File: config.mk
export PLATFORM = sky130hd
export DESIGN_NAME = tick_timer
export DESIGN_NICKNAME = d
export VERILOG_FILES = /design/src/rtl/tick_timer_pkg.sv /design/src/rtl/tick_prescaler.sv /design/src/rtl/tick_core.sv /design/src/rtl/tick_regs.sv /design/src/rtl/tick_timer.sv
export SDC_FILE = /design/constraint.sdc
export NUM_CORES = 1
export LEC_CHECK = 0
export ABC_AREA = 1
export BUFFER_PORTS_ARGS = -buffer_cell sky130_fd_sc_hd__buf_2
export CAP_MARGIN = 20
export CORE_MARGIN = 5
export CORE_UTILIZATION = 55
export CTS_CLUSTER_SIZE = 20
export DETAILED_ROUTE_END_ITERATION = 6
export GPL_TIMING_DRIVEN = 0
export PLACE_DENSITY = 0.75
export RECOVER_POWER = 25
export SLEW_MARGIN = 20
export SYNTH_ARGS = -nofsm -noshare
export SYNTH_HDL_FRONTEND = slang
export SYNTH_HIERARCHICAL = 1
export SYNTH_SLANG_ARGS = --single-unit
File: constraint.sdc
create_clock -name clk -period 6.15 [get_ports clk]
set_input_delay 0.615 -clock clk [delete_from_list [all_inputs] [get_ports clk]]
set_output_delay 0.615 -clock clk [all_outputs]
set_load 0.01 [all_outputs]
File: src/rtl/tick_timer_pkg.sv
`timescale 1ns/1ps
// Package for the timer channel: default sizes, register byte offsets,
// field bit positions and the run-mode type.
// Assumes a 32-bit register bus addressed in bytes with word-aligned registers.
package tick_timer_pkg;
    localparam int CNT_W  = 28;
    localparam int DIV_W  = 16;
    localparam int BUS_W  = 32;
    localparam int ADDR_W = 4;

    // byte offsets of the four registers
    localparam int OFS_LIMIT = 'h0;
    localparam int OFS_COUNT = 'h4;
    localparam int OFS_CTRL  = 'h8;
    localparam int OFS_ISTAT = 'hC;

    // field positions
    localparam int CTRL_EN_BIT   = 28;
    localparam int CTRL_MODE_BIT = 24;
    localparam int IST_EN_BIT    = 20;
    localparam int IST_FLAG_BIT  = 16;

    typedef enum logic {
        MODE_SINGLE = 1'b0,
        MODE_REPEAT = 1'b1
    } run_mode_e;
endpackage

File: src/rtl/tick_prescaler.sv
`timescale 1ns/1ps
// Clock divider: produces a one-cycle step strobe every DIV clocks
// while the channel runs.
// Assumes DIV values 0 and 1 both mean "step every clock". The phase is
// cleared while stopped and on a control write (restart).
module tick_prescaler #(
    parameter int DIV_W = tick_timer_pkg::DIV_W
) (
    input  logic             clk,
    input  logic             rst_n,
    input  logic             run,
    input  logic             restart,
    input  logic [DIV_W-1:0] div,
    output logic             step
);
    logic [DIV_W-1:0] phase;
    logic             divided;

    // divisor of two or more uses the phase counter
    assign divided = (div > DIV_W'(1));
    // step strobe: every clock when undivided, else on the last phase
    assign step    = run && (!divided || (phase == div - DIV_W'(1)));

    // phase counter: counts clocks between steps
    always_ff @(posedge clk) begin
        if (!rst_n) begin
            phase <= '0;
        end else if (!run || restart || step) begin
            phase <= '0;
        end else begin
            phase <= phase + DIV_W'(1);
        end
    end
endmodule

File: src/rtl/tick_core.sv
`timescale 1ns/1ps
// Count register with limit compare and natural wrap detection.
// Assumes limit 0 means "no compare". A software load wins over a step.
// hit/wrap are single-cycle strobes, valid in the cycle of the step.
module tick_core #(
    parameter int CNT_W = tick_timer_pkg::CNT_W
) (
    input  logic             clk,
    input  logic             rst_n,
    input  logic             step,
    input  logic             load,
    input  logic [CNT_W-1:0] load_val,
    input  logic [CNT_W-1:0] limit,
    output logic [CNT_W-1:0] count,
    output logic             hit,
    output logic             wrap
);
    localparam logic [CNT_W-1:0] TOP = '1;

    logic [CNT_W-1:0] next_val;
    logic             at_top;
    logic             cmp_on;

    // candidate value after a step
    assign next_val = count + CNT_W'(1);
    // top of range reached: next step wraps naturally
    assign at_top   = (count == TOP);
    // compare active only for a nonzero limit
    assign cmp_on   = (limit != '0);
    // limit match on this step
    assign hit      = step && cmp_on && (next_val == limit);
    // any return to zero on this step
    assign wrap     = step && (hit || at_top);

    // count register: load, wrap to zero, or advance
    always_ff @(posedge clk) begin
        if (!rst_n) begin
            count <= '0;
        end else if (load) begin
            count <= load_val;
        end else if (wrap) begin
            count <= '0;
        end else if (step) begin
            count <= next_val;
        end
    end
endmodule

File: src/rtl/tick_regs.sv
`timescale 1ns/1ps
// Register block: address decode, control/limit/interrupt registers and
// the read multiplexer.
// Assumes one-cycle write strobes. A software control write overrides the
// hardware enable clear; a limit match overrides a flag clear.
module tick_regs
    import tick_timer_pkg::*;
#(
    parameter int CNT_W  = tick_timer_pkg::CNT_W,
    parameter int DIV_W  = tick_timer_pkg::DIV_W,
    parameter int BUS_W  = tick_timer_pkg::BUS_W,
    parameter int ADDR_W = tick_timer_pkg::ADDR_W
) (
    input  logic              clk,
    input  logic              rst_n,
    input  logic [ADDR_W-1:0] bus_addr,
    input  logic              bus_we,
    input  logic [BUS_W-1:0]  bus_wdata,
    output logic [BUS_W-1:0]  bus_rdata,
    input  logic [CNT_W-1:0]  count,
    input  logic              hit,
    input  logic              wrap,
    output logic              run_en,
    output run_mode_e         run_mode,
    output logic [DIV_W-1:0]  run_div,
    output logic [CNT_W-1:0]  limit,
    output logic              ctl_wr,
    output logic              cnt_wr,
    output logic              flag,
    output logic              int_en
);
    localparam logic [ADDR_W-1:0] A_LIMIT = ADDR_W'(OFS_LIMIT);
    localparam logic [ADDR_W-1:0] A_COUNT = ADDR_W'(OFS_COUNT);
    localparam logic [ADDR_W-1:0] A_CTRL  = ADDR_W'(OFS_CTRL);
    localparam logic [ADDR_W-1:0] A_ISTAT = ADDR_W'(OFS_ISTAT);

    logic lim_wr;
    logic ist_wr;
    logic flag_clr;
    logic unused_wdata_hi;

    // write decode per register
    assign lim_wr   = bus_we && (bus_addr == A_LIMIT);
    assign cnt_wr   = bus_we && (bus_addr == A_COUNT);
    assign ctl_wr   = bus_we && (bus_addr == A_CTRL);
    assign ist_wr   = bus_we && (bus_addr == A_ISTAT);
    // write-one-to-clear request for the flag
    assign flag_clr = ist_wr && bus_wdata[IST_FLAG_BIT];
    // bits above the enable field are never stored
    assign unused_wdata_hi = ^bus_wdata[BUS_W-1:CTRL_EN_BIT+1];

    // control register: software write, else self-clear on single-mode wrap
    always_ff @(posedge clk) begin
        if (!rst_n) begin
            run_en   <= 1'b0;
            run_mode <= MODE_SINGLE;
            run_div  <= '0;
        end else if (ctl_wr) begin
            run_en   <= bus_wdata[CTRL_EN_BIT];
            run_mode <= run_mode_e'(bus_wdata[CTRL_MODE_BIT]);
            run_div  <= bus_wdata[DIV_W-1:0];
        end else if (wrap && (run_mode == MODE_SINGLE)) begin
            run_en   <= 1'b0;
        end
    end

    // limit register
    always_ff @(posedge clk) begin
        if (!rst_n) begin
            limit <= '0;
        end else if (lim_wr) begin
            limit <= bus_wdata[CNT_W-1:0];
        end
    end

    // interrupt enable
    always_ff @(posedge clk) begin
        if (!rst_n) begin
            int_en <= 1'b0;
        end else if (ist_wr) begin
            int_en <= bus_wdata[IST_EN_BIT];
        end
    end

    // sticky flag: set by limit match, cleared by writing one
    always_ff @(posedge clk) begin
        if (!rst_n) begin
            flag <= 1'b0;
        end else if (hit) begin
            flag <= 1'b1;
        end else if (flag_clr) begin
            flag <= 1'b0;
        end
    end

    // read multiplexer, unused bits zero
    always_comb begin
        bus_rdata = '0;
        case (bus_addr)
            A_LIMIT: bus_rdata[CNT_W-1:0] = limit;
            A_COUNT: bus_rdata[CNT_W-1:0] = count;
            A_CTRL: begin
                bus_rdata[CTRL_EN_BIT]   = run_en;
                bus_rdata[CTRL_MODE_BIT] = run_mode;
                bus_rdata[DIV_W-1:0]     = run_div;
            end
            A_ISTAT: begin
                bus_rdata[IST_EN_BIT]   = int_en;
                bus_rdata[IST_FLAG_BIT] = flag;
            end
            default: bus_rdata = '0;
        endcase
    end
endmodule

File: src/rtl/tick_timer.sv
`timescale 1ns/1ps
// Top of the timer channel: ties divider, count core and register block.
// Assumes the register port is driven synchronously to clk.
module tick_timer
    import tick_timer_pkg::*;
#(
    parameter int CNT_W  = tick_timer_pkg::CNT_W,
    parameter int DIV_W  = tick_timer_pkg::DIV_W,
    parameter int BUS_W  = tick_timer_pkg::BUS_W,
    parameter int ADDR_W = tick_timer_pkg::ADDR_W
) (
    input  logic              clk,
    input  logic              rst_n,
    input  logic [ADDR_W-1:0] bus_addr,
    input  logic              bus_we,
    input  logic [BUS_W-1:0]  bus_wdata,
    output logic [BUS_W-1:0]  bus_rdata,
    output logic              irq
);
    logic             run_en;
    run_mode_e        run_mode;
    logic [DIV_W-1:0] run_div;
    logic [CNT_W-1:0] limit;
    logic [CNT_W-1:0] count;
    logic             step;
    logic             hit;
    logic             wrap;
    logic             ctl_wr;
    logic             cnt_wr;
    logic             flag;
    logic             int_en;

    tick_regs #(
        .CNT_W (CNT_W),
        .DIV_W (DIV_W),
        .BUS_W (BUS_W),
        .ADDR_W(ADDR_W)
    ) u_regs (
        .clk      (clk),
        .rst_n    (rst_n),
        .bus_addr (bus_addr),
        .bus_we   (bus_we),
        .bus_wdata(bus_wdata),
        .bus_rdata(bus_rdata),
        .count    (count),
        .hit      (hit),
        .wrap     (wrap),
        .run_en   (run_en),
        .run_mode (run_mode),
        .run_div  (run_div),
        .limit    (limit),
        .ctl_wr   (ctl_wr),
        .cnt_wr   (cnt_wr),
        .flag     (flag),
        .int_en   (int_en)
    );

    tick_prescaler #(
        .DIV_W(DIV_W)
    ) u_div (
        .clk    (clk),
        .rst_n  (rst_n),
        .run    (run_en),
        .restart(ctl_wr),
        .div    (run_div),
        .step   (step)
    );

    tick_core #(
        .CNT_W(CNT_W)
    ) u_core (
        .clk     (clk),
        .rst_n   (rst_n),
        .step    (step),
        .load    (cnt_wr),
        .load_val(bus_wdata[CNT_W-1:0]),
        .limit   (limit),
        .count   (count),
        .hit     (hit),
        .wrap    (wrap)
    );

    // interrupt level: flag masked by enable
    assign irq = flag & int_en;
endmodule

==> impl_metrics.py <==
metrics = {
    "power": {
        "p_int_mw": 1.00,
        "p_sw_frac": 0.268,
        "switchingPower_mw": 0.368,
        "leakage_nw": 3.20,
        "vdd_drop_max_mv": 0.109,
        "power.density_mw_per_mm2": 180,
        "p_comb_frac": 0.096,
        "pwr-share-clk": 0.458,
        "pwr-share-seq": 0.446,
    },
    "global_routing": {
        "overflow": 0,
        "antenna_found_initial": 0,
        "first_global_vias": 6754,
        "grt_pass1_wl_um": 34800,
        "grt_usage": 0.301,
        "grt_max_degree": 17,
    },
    "logic_synthesis": {
        "synth.area.top_cells": "dfxtp_1 (27%), nand2_1 (21%), nand3_1 (8.0%), inv_1 (6.1%), nor2_1 (6.0%)",
        "async_flop_share": 0,
        "ys_ff_latch": 92,
        "synth_edf_count": 0,
        "synthFlopType": "dfxtp_1",
        "synth_cell_types": 44,
        "yosysTopAreaCell": "dfxtp_1",
        "synth.avg_cell_area_um2": 6.05,
        "yosysSeqAreaShare": 0.271,
        "synth_top_area_frac": 0.271,
        "ys.warnings.count": 6,
        "netlist_instances": 1124,
        "syn_area_mm2": 0.00680,
    },
    "detailed_routing": {
        "drtIter0Drc": 906,
        "drc": 0,
        "firstDrtPassIters": 5,
        "vias": 7456,
        "routed_wl_um": 21800,
        "via_per_inst": 5.43,
        "ant_nets": 0,
        "wire_per_inst_um": 15.8,
    },
    "clocking": {
        "cts_hold_buffers": 0,
        "cts_tree": "yes",
        "cts_buffers": 9,
        "cts_resized": 0,
        "htree_levels": 3,
        "clock-sinks": 92,
        "clockRootBuffer": "clkbuf_16",
        "postCtsSetupRepairBufs": 0,
        "cts.path.max_buffers": 2,
        "insertion_delay_ns": 0.36,
        "clk_pin_slew_ns": 0.07,
    },
    "setup_path": {
        "crit_slowest_cell": "dfxtp_1",
        "worstPathArrival_ns": 4.54,
        "worst_setup_path_end_kind": "register",
        "critPathMaxFanout": 10,
        "crit_buf_inv": 6,
        "cp.required_ns": 6.38,
        "cpLargestDelayFamily": "simple AND/OR/NAND/NOR gates",
        "crit_top_cell": "nor2_1",
        "crit_type": "reg2reg",
        "slowest_delay_ns": 0.35,
        "startpoint_type": "register",
    },
    "finish": {
        "area_delta_synth_final_pct": 12.4,
        "layout_commonest_cell": "nand2_1",
        "n_antenna_cell": 0,
        "stdcell_area_mm2": 0.00764,
        "stdcell_count": 1374,
        "layout_common_cells": "nand2_1 (391), inv_1 (111), nand3_1 (108), nor2_1 (108), dfxtp_1 (92)",
        "final_nets": 1244,
        "drive_gt1_frac": 0.147,
    },
    "sta": {
        "clock_skew_ns": 0.00957,
        "worst_slew_pin_slew_ns": 0.792,
        "setup_violations": 0,
        "period_minus_slack_ns": 4.31,
        "fmax_mhz": 232,
        "hold_viol": 0,
        "fin_crit_sh": 0.701,
        "rsz0062_at_grt": "false",
        "finalSetupTns_ns": 0,
        "slew_viol_final": 0,
        "slew_headroom": 0.472,
    },
    "job": {
        "maxCapViolCount": 0,
    },
    "placement": {
        "gp_congestion": 0.996,
        "placed_cell_area_mm2": 0.00734,
        "dp_hpwl_um": 16700,
        "dp.cells": 1358,
        "port-buffer-count": 64,
    },
    "die": {
        "io_pins": 72,
        "die_w_um": 121,
        "core_mm2": 0.0121,
        "die_y_um": 121,
        "start_util": 0.564,
        "row_count": 40,
        "fp.dieArea_mm2": 0.0147,
    },
    "min_path": {
        "hold_class": "reg2reg",
    },
    "run_status": {
        "outcome": "complete, no violations",
    },
}
synthesized netlist by cell type, types with 8 or more instances:
cell,instances
inv_2,9
nand3b_1,16
a21oi_1,73
nor2_1,108
nor2_2,21
buf_2,10
xnor2_1,8
inv_1,111
o21ai_0,17
nor2_4,10
nand3_1,108
nand2_1,389
nand2_2,21
nand4_1,12
a22oi_1,28
clkbuf_1,15
xor2_1,15
dfxtp_1,92
a21oi_2,9
sequential cells by signal, indices dropped and copies added, names as in the netlist:
signal and flops:
u_core/count 28, u_div/phase 16, u_regs/flag 1, u_regs/int_en 1
u_regs/limit 28, u_regs/run_div 16, u_regs/run_en 1, u_regs/run_mode 1
worst paths after layout:
kind,from,to,slack (ns),cells after the start
hold reg to reg,u_regs/int_en,u_regs/int_en,0.49,2
hold / removal,u_regs/int_en,u_regs/int_en,0.49,2
setup reg to reg,u_regs/run_div[0],u_regs/run_en,1.84,31
setup / recovery,u_regs/run_div[0],u_regs/run_en,1.84,31
through the flow:
step / hold WS, ns / worst slack, ns / utilization / total power [mW]
global placement: 0.482 / 1.96 / 0.608 / 0.754
floorplan: 0.453 / 2.83 / - / 0.705
finish: 0.487 / 1.84 / 0.633 / 1.37
global route: 0.509 / 1.40 / 0.633 / 1.41
CTS: 0.495 / 1.92 / 0.635 / 1.37
detailed placement: 0.476 / 1.97 / 0.608 / 0.755
kinds of logic after synthesis:
family	synth area share
AOI/OAI and AO/OA	0.116
xor gates and xnor gates	0.0331
adders and majority gates	0.00736
buffers and inverters	0.105
DFF	0.271
other	0.000552
and+or+nand+nor	0.468
worst reg2reg max path, delay by kind of cell (launching register included):
family | cells | cell delay (ns)
DFF | 1 | 0.35
AOI/OAI and AO/OA | 4 | 0.59
buffers and inverters | 6 | 0.76
and+or+nand+nor | 20 | 2.18
adders and majority gates | 1 | 0.32
power groups by stage:
stage                     clock, mW  sequential, mW  combinational (mW)
final                         0.629           0.612               0.131
after global routing          0.652           0.613               0.146
after CTS                     0.628           0.612               0.130
after detailed placement          0           0.626               0.129
after global placement            0           0.626               0.128
after floorplan                   0           0.623              0.0826
area by class of cell:
class                           count  area [µm²]
Buffer                             40         238
Clock buffer                       10         229
Clock inverter                      6         100
Fill cell                        1292        4420
Inverter                          123         463
Multi-Input combinational cell    871        4240
Sequential cell                    92        1840
Tap cell                          168         210
Timing Repair Buffer               64         318
metal layers:
layer | global-route usage | vias up | share of wire
li1 | - | 3727 | -
met1 | 0.434 | 3345 | 0.46
met2 | 0.455 | 341 | 0.42
met3 | 0.0429 | 43 | 0.089
met4 | 0.115 | 0 | 0.031
met5 | 0 | - | 0
(Power assumes the default switching activity.)
